File: src/rtl/spi_regbank_pkg.sv
package spi_regbank_pkg;
  localparam int WORD_W = 16;
  localparam int VAL_W  = 15;
  localparam int CNT_W  = 5;

  // value in bits 15:1, bit 0 chosen so the whole word has odd weight
  function automatic logic [WORD_W-1:0] pack_reply(input logic [VAL_W-1:0] v);
    return {v, ~(^v)};
  endfunction
endpackage

File: src/rtl/spi_pin_sync.sv
module spi_pin_sync #(
  parameter int SYNC_STAGES = 2
) (
  input  logic clk,
  input  logic rst_n,
  input  logic sclk_pin,
  input  logic sel_n_pin,
  input  logic din_pin,
  output logic sck_rise,
  output logic sck_fall,
  output logic sel_start,
  output logic sel,
  output logic din_s
);
  localparam int HW = SYNC_STAGES + 1;

  logic [HW-1:0]          sck_p;
  logic [HW-1:0]          sel_p;
  logic [SYNC_STAGES-1:0] din_p;

  always_ff @(posedge clk or negedge rst_n) begin
    if (!rst_n) begin
      sck_p <= '0;
      sel_p <= '1;
      din_p <= '0;
    end else begin
      sck_p <= (sck_p << 1) | HW'(sclk_pin);
      sel_p <= (sel_p << 1) | HW'(sel_n_pin);
      din_p <= (din_p << 1) | SYNC_STAGES'(din_pin);
    end
  end

  assign sck_rise  =  sck_p[SYNC_STAGES-1] & ~sck_p[SYNC_STAGES];
  assign sck_fall  = ~sck_p[SYNC_STAGES-1] &  sck_p[SYNC_STAGES];
  assign sel       = ~sel_p[SYNC_STAGES-1];
  assign sel_start = ~sel_p[SYNC_STAGES-1] &  sel_p[SYNC_STAGES];
  assign din_s     =  din_p[SYNC_STAGES-1];

  AST_EDGE_EXCLUSIVE: assert property (@(posedge clk) disable iff (!rst_n)
    !(sck_rise && sck_fall));
endmodule

File: src/rtl/spi_frame_io.sv
module spi_frame_io
  import spi_regbank_pkg::*;
(
  input  logic              clk,
  input  logic              rst_n,
  input  logic              sck_rise,
  input  logic              sck_fall,
  input  logic              sel_start,
  input  logic              sel,
  input  logic              din_s,
  input  logic              par_mode,
  input  logic [WORD_W-1:0] reply,
  output logic              done,
  output logic [WORD_W-1:0] rx_word,
  output logic              par_ok,
  output logic              dout
);
  localparam logic [CNT_W-1:0] LAST_PLAIN = CNT_W'(WORD_W - 1);
  localparam logic [CNT_W-1:0] LAST_PAR   = CNT_W'(WORD_W);

  logic [CNT_W-1:0]  cnt;
  logic [CNT_W-1:0]  last_idx;
  logic [WORD_W-1:0] rx_sr;
  logic [WORD_W-1:0] tx_sr;
  logic              pbit;
  logic              load_pend;

  assign last_idx = par_mode ? LAST_PAR : LAST_PLAIN;

  always_ff @(posedge clk or negedge rst_n) begin
    if (!rst_n) begin
      cnt       <= '0;
      rx_sr     <= '0;
      tx_sr     <= '0;
      pbit      <= 1'b0;
      done      <= 1'b0;
      load_pend <= 1'b0;
    end else begin
      done      <= 1'b0;
      load_pend <= sel_start | done;
      if (!sel) begin
        cnt <= '0;
      end else if (sck_rise) begin
        if (cnt < LAST_PAR) rx_sr <= {rx_sr[WORD_W-2:0], din_s};
        else                pbit  <= din_s;
        if (cnt == last_idx) begin
          cnt  <= '0;
          done <= 1'b1;
        end else begin
          cnt <= cnt + 1'b1;
        end
      end
      // fresh reply word replaces the shifter between frames
      if (load_pend)                          tx_sr <= reply;
      else if (sel && sck_fall && cnt != '0)  tx_sr <= tx_sr << 1;
    end
  end

  assign rx_word = rx_sr;
  assign par_ok  = par_mode ? (^{rx_sr, pbit}) : 1'b1;
  assign dout    = sel & tx_sr[WORD_W-1];

  AST_DONE_PULSE: assert property (@(posedge clk) disable iff (!rst_n)
    done |=> !done);
  AST_CNT_BOUND: assert property (@(posedge clk) disable iff (!rst_n)
    cnt <= LAST_PAR);
  AST_DESELECT_RESTARTS: assert property (@(posedge clk) disable iff (!rst_n)
    !sel |=> (cnt == '0));
endmodule

File: src/rtl/spi_reg_file.sv
module spi_reg_file
  import spi_regbank_pkg::*;
#(
  parameter int ADDR_W   = 4,
  parameter int REG_W    = 12,
  parameter int NUM_REGS = 8
) (
  input  logic              clk,
  input  logic              rst_n,
  input  logic              sel_start,
  input  logic              done,
  input  logic [WORD_W-1:0] rx_word,
  input  logic              par_ok,
  output logic [WORD_W-1:0] reply,
  output logic              par_mode
);
  localparam int ADDR_LSB = WORD_W - 1 - ADDR_W;
  localparam int IDX_W    = $clog2(NUM_REGS);
  localparam logic [ADDR_W:0] NREG_L = (ADDR_W+1)'(NUM_REGS);
  localparam logic [ADDR_W-1:0] A_STAT = '0;
  localparam logic [ADDR_W-1:0] A_CFG  = ADDR_W'(1);

  logic              perr, perr_nxt;
  logic              cfg_par;
  logic              exp_data;
  logic              cancel;
  logic [ADDR_W-1:0] waddr;
  logic [ADDR_W-1:0] rd_addr;
  logic              is_write;
  logic [VAL_W-1:0]  rd_val;
  logic              wr_fire;
  logic [REG_W-1:0]  wr_data;
  logic [REG_W-1:0]  rd_bus [NUM_REGS];

  assign rd_addr  = rx_word[WORD_W-2:ADDR_LSB];
  assign is_write = rx_word[WORD_W-1];
  assign wr_data  = rx_word[REG_W-1:0];
  assign wr_fire  = done & exp_data & par_ok & ~cancel;

  for (genvar i = 0; i < NUM_REGS; i++) begin : g_reg
    if (i < 2) begin : g_fixed
      assign rd_bus[i] = '0;
    end else begin : g_store
      localparam logic [ADDR_W-1:0] MY_ADDR = ADDR_W'(i);
      logic [REG_W-1:0] q;
      always_ff @(posedge clk or negedge rst_n) begin
        if (!rst_n)                           q <= '0;
        else if (wr_fire && waddr == MY_ADDR) q <= wr_data;
      end
      assign rd_bus[i] = q;
    end
  end

  always_comb begin
    rd_val = '0;
    if (rd_addr == A_STAT)                rd_val = VAL_W'(perr);
    else if (rd_addr == A_CFG)            rd_val = VAL_W'(cfg_par);
    else if ({1'b0, rd_addr} < NREG_L)    rd_val = VAL_W'(rd_bus[rd_addr[IDX_W-1:0]]);
  end

  always_comb begin
    perr_nxt = perr;
    if (done) begin
      if (!par_ok)                                            perr_nxt = 1'b1;
      else if (!exp_data && !is_write && rd_addr == A_STAT)  perr_nxt = 1'b0;
    end
  end

  always_ff @(posedge clk or negedge rst_n) begin
    if (!rst_n) begin
      perr     <= 1'b0;
      cfg_par  <= 1'b0;
      exp_data <= 1'b0;
      cancel   <= 1'b0;
      waddr    <= '0;
      reply    <= '0;
    end else begin
      perr <= perr_nxt;
      if (wr_fire && waddr == A_CFG) cfg_par <= wr_data[0];
      if (sel_start) begin
        exp_data <= 1'b0;
        reply    <= pack_reply(VAL_W'(perr));
      end else if (done) begin
        if (exp_data) begin
          exp_data <= 1'b0;
          reply    <= pack_reply(VAL_W'(perr_nxt));
        end else begin
          reply    <= pack_reply(rd_val);
          exp_data <= is_write;
          if (is_write) begin
            waddr  <= rd_addr;
            cancel <= ~par_ok;
          end
        end
      end
    end
  end

  assign par_mode = cfg_par;

  AST_STATUS_AFTER_DATA: assert property (@(posedge clk) disable iff (!rst_n)
    (done && exp_data && !sel_start) |=> (reply == pack_reply(VAL_W'(perr))));
  AST_PERR_ON_BAD: assert property (@(posedge clk) disable iff (!rst_n)
    (done && !par_ok) |=> perr);
  AST_CANCEL_KEEPS_CFG: assert property (@(posedge clk) disable iff (!rst_n)
    (done && exp_data && (!par_ok || cancel)) |=> $stable(cfg_par));
  AST_SESSION_CLEARS_PIPE: assert property (@(posedge clk) disable iff (!rst_n)
    sel_start |=> !exp_data);
  AST_STATUS_READ_CLEARS: assert property (@(posedge clk) disable iff (!rst_n)
    (done && !exp_data && par_ok && !is_write && rd_addr == A_STAT) |=> !perr);
endmodule

File: src/rtl/spi_regbank_slave.sv
module spi_regbank_slave
  import spi_regbank_pkg::*;
#(
  parameter int ADDR_W      = 4,
  parameter int REG_W       = 12,
  parameter int NUM_REGS    = 8,
  parameter int SYNC_STAGES = 2
) (
  input  logic clk,
  input  logic rst_n,
  input  logic spi_clk,
  input  logic spi_sel_n,
  input  logic spi_din,
  output logic spi_dout
);
  logic              sck_rise, sck_fall, sel_start, sel, din_s;
  logic              done, par_ok, par_mode;
  logic [WORD_W-1:0] rx_word, reply;

  spi_pin_sync #(.SYNC_STAGES(SYNC_STAGES)) u_sync (
    .clk(clk), .rst_n(rst_n),
    .sclk_pin(spi_clk), .sel_n_pin(spi_sel_n), .din_pin(spi_din),
    .sck_rise(sck_rise), .sck_fall(sck_fall),
    .sel_start(sel_start), .sel(sel), .din_s(din_s)
  );

  spi_frame_io u_frame (
    .clk(clk), .rst_n(rst_n),
    .sck_rise(sck_rise), .sck_fall(sck_fall),
    .sel_start(sel_start), .sel(sel), .din_s(din_s),
    .par_mode(par_mode), .reply(reply),
    .done(done), .rx_word(rx_word), .par_ok(par_ok), .dout(spi_dout)
  );

  spi_reg_file #(.ADDR_W(ADDR_W), .REG_W(REG_W), .NUM_REGS(NUM_REGS)) u_regs (
    .clk(clk), .rst_n(rst_n),
    .sel_start(sel_start), .done(done),
    .rx_word(rx_word), .par_ok(par_ok),
    .reply(reply), .par_mode(par_mode)
  );

  AST_IDLE_DOUT_LOW: assert property (@(posedge clk) disable iff (!rst_n)
    !sel |-> !spi_dout);
endmodule

File: config.mk
export PLATFORM = sky130hd
export DESIGN_NAME = spi_regbank_slave
export DESIGN_NICKNAME = d
export VERILOG_FILES = /design/src/rtl/spi_regbank_pkg.sv /design/src/rtl/spi_pin_sync.sv /design/src/rtl/spi_frame_io.sv /design/src/rtl/spi_reg_file.sv /design/src/rtl/spi_regbank_slave.sv
export SDC_FILE = /design/constraint.sdc
export NUM_CORES = 1
export LEC_CHECK = 0
export BUFFER_PORTS_ARGS = -buffer_cell sky130_fd_sc_hd__buf_4
export CAP_MARGIN = 20
export CORE_UTILIZATION = 57
export CTS_CLUSTER_SIZE = 40
export DETAILED_ROUTE_END_ITERATION = 12
export GPL_ROUTABILITY_DRIVEN = 0
export PLACE_DENSITY = 0.76
export SLEW_MARGIN = 40
export SYNTH_ARGS = -nofsm -noshare
export SYNTH_HDL_FRONTEND = slang
export SYNTH_SLANG_ARGS = --single-unit
File: constraint.sdc
create_clock -name clk -period 3.8 [get_ports clk]
set_input_delay 0.38 -clock clk [delete_from_list [all_inputs] [get_ports clk]]
set_output_delay 0.38 -clock clk [all_outputs]
set_load 0.03 [all_outputs]
==> results by group, run 1 <==
Clock network
  – Root buffer cell: clkbuf_16
  – Max clock buf depth: 2
  – CTS Buf Count: 17
  – Worst-path clk slew: 0.06 ns
  – H-Tree Depth: 4
  – Post-CTS Setup Inserts: 0
  – # clock sinks: 141
  – Clock latency on the worst-skew pair: 0.42 ns
  – CTS tree: done

Place
  – DP HPWL: 8270 um
  – Number of input and output port buffers inserted: 5
  – Post-DP Area: 6640 um^2
  – Worst slack, placed: between 0.5 and 0.6 ns
  – Dpl cells: 636

Routing
  – Iter 0 DRT Violations: approximately 170
  – Drt pass-1 iters: 4
  – DRT Wirelength: 12600 um
  – Vias per Instance: a little under 6
  – Via Count: 3931
  – DRT antenna net count: 0
  – DRC viols: 0
  – Wire per inst: 18.9 um

Layout
  – Number of diodes: 0
  – Area of the multi-input gates: 2800 um^2
  – Area growth syn-to-layout: 10.5%
  – Fillers: 793
  – Most common cell after layout, fill and taps aside: dfrtp_1
  – Design area: 7220 um^2
  – Final Util: approximately 66%
  – Commonest non-fill, non-tap cells in the layout: dfrtp_1 (137), mux2_2 (89), nand2_1 (43), o21ai_0 (40), mux2i_1 (31)
  – Post-Layout Cell Count: 669
  – Final #Nets: 526
  – FF+latch area: 3530 um^2
  – Layout cell share with drive strength beyond 1: 29.1%

Global routing
  – Vias in the first global route: slightly above 4000
  – Initial antenna violation count: 0
  – Pin count of the biggest net entering global routing: 73
  – Grt total ovfl: 0
  – Total Routing Usage GR: around a quarter
  – First-pass GRT wire length: about 21000 um

Logic synthesis
  – Post-synthesis sequential area ratio: 54.1%
  – Post-Syn Instances: 521
  – FFs w/ async S/R, synth: 100%
  – Post-synthesis mux area share: approximately a quarter
  – Mean area per synthesized cell: 12.5 um^2
  – Main combinational cell family by area after synthesis: multiplexers
  – XOR/XNOR Fraction of Synth Area: 4.00%
  – EDFF count, synth: 0
  – Synth unique cells: 44
  – Compound-cell area share of the yosys netlist: 7.09%
  – Adder-cell share of the synthesized area: 0.958%
  – Leading register cell type out of synthesis: dfrtp_1
  – Simple-Gate Fraction of Synth Area: about 7.2%
  – Synthesized Nets: between 500 and 600
  – Synth Cell Area: 6530 um^2
  – Synth warnings: 0
  – Seq cells post-synth: 141

Run
  – Max-cap violations: 0

STA
  – Crit path time final: 3.24 ns
  – Clk_skew: 0.0121 ns
  – Setup-failing EPs final: 0
  – Pins Over Slew Limit: 0
  – Setup tns final: 0 ns
  – Slew @ Worst Pin: 0.726 ns
  – Max-slew headroom: between 50 and 60%
  – Hold_ws: 0.0718 ns
  – Fmax: 309 MHz
  – Period utilization: ~85%
  – Final Hold Violating Endpoints: 0
  – RSZ-0062 raised after global routing: false
  – Worst setup margin: around 0.56 ns

Power and ir drop
  – Max IR drop VDD: roughly 0.5 mV
  – Pwr Density: 496 nW/um^2
  – P_leak: about 3.3 nW
  – Total power: 3.58 mW

Floorplan
  – Initial Util: 59.5%
  – # rows: 38
  – Die span in y: 109 um
  – Die X: 109 um
  – Core footprint: 11000 um^2
  – IO Count: 6
  – Die area: 11900 um^2

Setup path
  – Worst-path maximum fanout: 12
  – Arrival time worst endpoint: 3.54 ns
  – FF-to-FF setup slack: 0.56 ns
  – Worst EP required: 4.10 ns
  – Critical Path End Type: register
  – Critical Path Source Type: register
  – Type of the worst setup path: register to register

Worst hold path
  – Worst Hold Class: primary input to register

Outcome
  – Status: completed
## final timing paths
| check | startpoint | to | depth (start not counted) |
|---|---|---|---|
| max | u_frame.rx_word[14] | u_regs.g_reg[2].g_store.q[0] | 9 |
| min | spi_din | u_sync.din_p[0] | 1 |
| max reg2reg | u_frame.rx_word[14] | u_regs.g_reg[2].g_store.q[0] | 9 |
| min reg2reg | u_sync.sck_p[0] | u_sync.sck_p[1] | 0 |
| max in group asynchronous | rst_n | u_regs.perr | 3 |
| min in group asynchronous | rst_n | u_regs.reply[8] | 2 |
## logic make-up after synthesis
family / after synthesis
DFF: 141
adders and majority gates: 5
buffers and inverters: 47
AOI/OAI and AO/OA: 79
xor gates and xnor gates: 22
and+or+nand+nor: 97
muxes: 130
## final cells by class
cell class / instances / area share (%)
clock buffers: 22 / 6.71
clock inverters: 10 / 1.23
inverters: 10 / 0.520
multi-input cells: 333 / 38.7
flip-flops and latches: 141 / 48.9
well taps: 140 / 2.43
repair buffers: 13 / 1.44
## timing repair
item	in CTS	in global routing
resized for setup	0	0
setup endpoints to repair	0	0
endpoints found under the hold margin	26	0
hold buffers	1	0
## synth_stat cells (4+ instances only)
cell | n | area (um^2)
dfrtp_1 | 138 | 3450
nand2b_1 | 4 | 25.0
mux2_2 | 89 | 1000
mux4_2 | 9 | 203
nand2_1 | 43 | 161
clkbuf_1 | 19 | 71.3
nor2b_1 | 5 | 31.3
a21oi_1 | 14 | 70.1
xnor2_1 | 11 | 96.3
nor2_1 | 20 | 75.1
buf_2 | 10 | 50.1
xnor3_1 | 5 | 113
ha_1 | 5 | 62.6
a31oi_1 | 5 | 31.3
o21ai_0 | 40 | 200
xor2_1 | 6 | 52.6
nand3_1 | 6 | 30.0
inv_1 | 10 | 37.5
mux2i_1 | 31 | 310
o22ai_1 | 5 | 31.3
## power by group
part / internal, mW / total [mW] / switching (mW)
Sequential: 1.56 / 1.67 / 0.117
Combinational: 0.185 / 0.335 / 0.151
Clock: 0.964 / 1.57 / 0.610
## critical path, cell delays in order, from the launching register on
cell      delay [ns]
dfrtp_1         0.39
inv_1           0.14
ha_1            0.26
xnor2_1         0.18
xnor3_1         0.35
xnor3_1         0.25
a211oi_2        0.33
nand3_1         0.20
or3_1           0.64
mux2_2          0.39
## sequential cells by signal (all words and copies together) (netlist names)
name / count
u_frame.rx_word: 16
u_frame.load_pend: 1
u_regs.g.g_store.q: 72
u_sync.sck_p: 3
u_sync.din_p: 2
u_sync.sel_p: 3
u_regs.cancel: 1
u_regs.reply: 13
u_regs.par_mode: 1
u_regs.exp_data: 1
u_frame.pbit: 1
u_frame.tx_sr: 16
u_frame.done: 1
u_regs.perr: 1
u_frame.cnt: 5
u_regs.waddr: 4
## metal layers
| layer | vias up | track usage [%] | part of all wire [%] |
|---|---|---|---|
| met4 | 0 | 8.59 | 1.2 |
| li1 | 1845 | - | - |
| met3 | 15 | 6.99 | 3.7 |
| met2 | 57 | 38.4 | 49 |
| met5 | - | 0 | 0 |
| met1 | 2014 | 32.0 | 46 |
Power figures use the tool's default switching activity.
==> inputs of run 2 (changes only) <==
--- a/config.mk
+++ b/config.mk
@@ -11,8 +11,8 @@
 export CTS_CLUSTER_SIZE = 40
 export DETAILED_ROUTE_END_ITERATION = 12
 export GPL_ROUTABILITY_DRIVEN = 0
-export PLACE_DENSITY = 0.76
-export SLEW_MARGIN = 40
+export PLACE_DENSITY = 0.86
+export SLEW_MARGIN = 20
 export SYNTH_ARGS = -nofsm -noshare
 export SYNTH_HDL_FRONTEND = slang
 export SYNTH_SLANG_ARGS = --single-unit
==> results by group, run 2 (synthesized netlist as in run 1, its figures left out) <==
Outcome
  – Status: finished, violations left
  – Failing checks: negative hold slack

Floorplan
  – # rows: 38
  – Die area: between 10000 and 15000 um^2
  – Core footprint: 11000 um^2
  – IO Count: 6
  – Die span in y: 109 um
  – Die X: 109 um
  – Initial Util: 59.5%

Clock network
  – Clock latency on the worst-skew pair: roughly 0.42 ns
  – Hold_buf cts: 0
  – CTS tree: done
  – Root buffer cell: clkbuf_16
  – # clock sinks: 141
  – CTS Buf Count: 17
  – Worst-path clk slew: 0.06 ns
  – Max clock buf depth: 2
  – H-Tree Depth: 4
  – Post-CTS Setup Inserts: 0
  – Post-CTS Resized: 0

STA
  – RSZ-0062 raised after global routing: false
  – Fmax: around 300 MHz
  – Worst setup margin: 0.539 ns
  – Crit path time final: between 3 and 4 ns
  – Clk_skew: 0.00929 ns
  – Setup-failing EPs final: 0
  – Period utilization: 85.8%
  – Final Hold Violating Endpoints: 7
  – Slew @ Worst Pin: about 0.8 ns
  – Pins Over Slew Limit: 0
  – Setup tns final: 0 ns
  – Hold_ws: -0.00419 ns
  – Max-slew headroom: 46.3%

Power and ir drop
  – Total power: ~3.5 mW
  – Clk pwr share: 43.2%
  – Flop pwr share: 47.5%
  – Psw: 0.852 mW
  – Net Sw Frac: 24.0%
  – Pwr Density: 494 nW/um^2
  – Comb pwr share: a little under a tenth
  – Max IR drop VDD: 0.417 mV
  – Cell-internal power: 2.69 mW
  – P_leak: 3.27 nW

Global routing
  – Top Usage Layer GRT: met2
  – Grt total ovfl: 0
  – Total Routing Usage GR: 24.4%
  – Pin count of the biggest net entering global routing: 76
  – First-pass GRT wire length: 21300 um
  – Initial antenna violation count: 0
  – Met3 GRT Util: between 6 and 7%
  – GR Util met2: about two fifths
  – Vias in the first global route: 4188
  – Met1 Usage GRT: roughly a third

Setup path
  – R2R cell count: 9
  – Type of the worst setup path: register to register
  – Critical path's largest stage delay: 0.61 ns
  – Critical Path Source Type: register
  – Arrival time worst endpoint: 3.56 ns
  – Worst-path maximum fanout: 12
  – FF-to-FF setup slack: 0.54 ns
  – Critical Path End Type: register
  – CP max-delay cell: or3_1
  – Worst EP required: 4.10 ns
  – Crit path cell chain: inv_1 -> ha_1 -> xnor2_1 -> xnor2_1 -> xnor3_1 -> a211oi_2 -> nand3_1 -> or3_1 -> mux2_2
  – Most Frequent Cell on Critical Path: xnor2_1

Layout
  – Design area: 7180 um^2
  – Max reg flops: 72
  – Final Util: 65.3%
  – Final #Nets: 525
  – Post-Layout Cell Count: about 670
  – Area growth syn-to-layout: 9.84%
  – Number of diodes: 0
  – Layout cell share with drive strength beyond 1: 27.5%
  – Commonest non-fill, non-tap cells in the layout: dfrtp_1 (137), mux2_2 (89), nand2_1 (43), o21ai_0 (40), mux2i_1 (31)
  – Largest register by flop count: u_regs.g.g_store.q
  – Most common cell after layout, fill and taps aside: dfrtp_1

Routing
  – DRC viols: 0
  – DRT antenna net count: 0
  – Drt pass-1 iters: 5
  – Wire per inst: 19.5 um
  – Iter 0 DRT Violations: 315
  – DRT Wirelength: 13000 um
  – Vias per Instance: slightly above 6
  – Via Count: 4104

Place
  – Number of input and output port buffers inserted: 5
  – Worst slack, placed: 0.671 ns
  – Post-DP Area: 6640 um^2
  – Dpl cells: approximately 640
  – DP HPWL: 8250 um

Run
  – Max-cap violations: 0

Worst hold path
  – Worst Hold Class: primary input to async pin
run 2: changes by cell type in the layout (fill, tap and decap cells not counted), sizes merged:
cell	delta
dlygate4sd3	-1
clkinv	-4
clkinvlp	-4
clkbuf	+8
run 2: per-layer routing:
metal,up-vias,share of wire (%)
met2,126,48
li1,1848,-
met3,28,4.8
met4,0,2.5
met5,-,0
met1,2102,45
run 2: worst paths after layout:
check | start | to
max | u_frame.rx_word[11] | u_regs.g_reg[2].g_store.q[8]
min | rst_n | u_regs.g_reg[3].g_store.q[0]
max reg2reg | u_frame.rx_word[11] | u_regs.g_reg[2].g_store.q[8]
min reg2reg | u_sync.din_p[0] | u_sync.din_p[1]
max in group asynchronous | rst_n | u_sync.sel_p[2]
min in group clk | spi_din | u_sync.din_p[0]
run 2: final cells by class:
type / count / area (um^2)
clock buffers: 30 / 504
clock inverters: 2 / 35.0
fillers: 771 / 3810
inverters: 10 / 37.5
multi-input cells: 333 / 2800
flip-flops and latches: 141 / 3530
well taps: 140 / 175
repair buffers: 12 / 93.8
run 2: critical path: cells and delay by family (launching register included):
family / cells / cell delay [ns]
DFF: 1 / 0.40
adders and majority gates: 1 / 0.26
and+or+nand+nor: 2 / 0.82
AOI/OAI and AO/OA: 1 / 0.35
muxes: 1 / 0.38
xor gates and xnor gates: 3 / 0.80
buffers and inverters: 1 / 0.13
run 2: power by group through the flow:
stage	clock network, mW	registers [mW]	logic (mW)
after floorplan	0	1.60	0.331
after detailed placement	0	1.71	0.323
after global placement	0	1.70	0.316
final	1.53	1.68	0.331
after global routing	1.61	1.70	0.356
after CTS	1.55	1.68	0.330
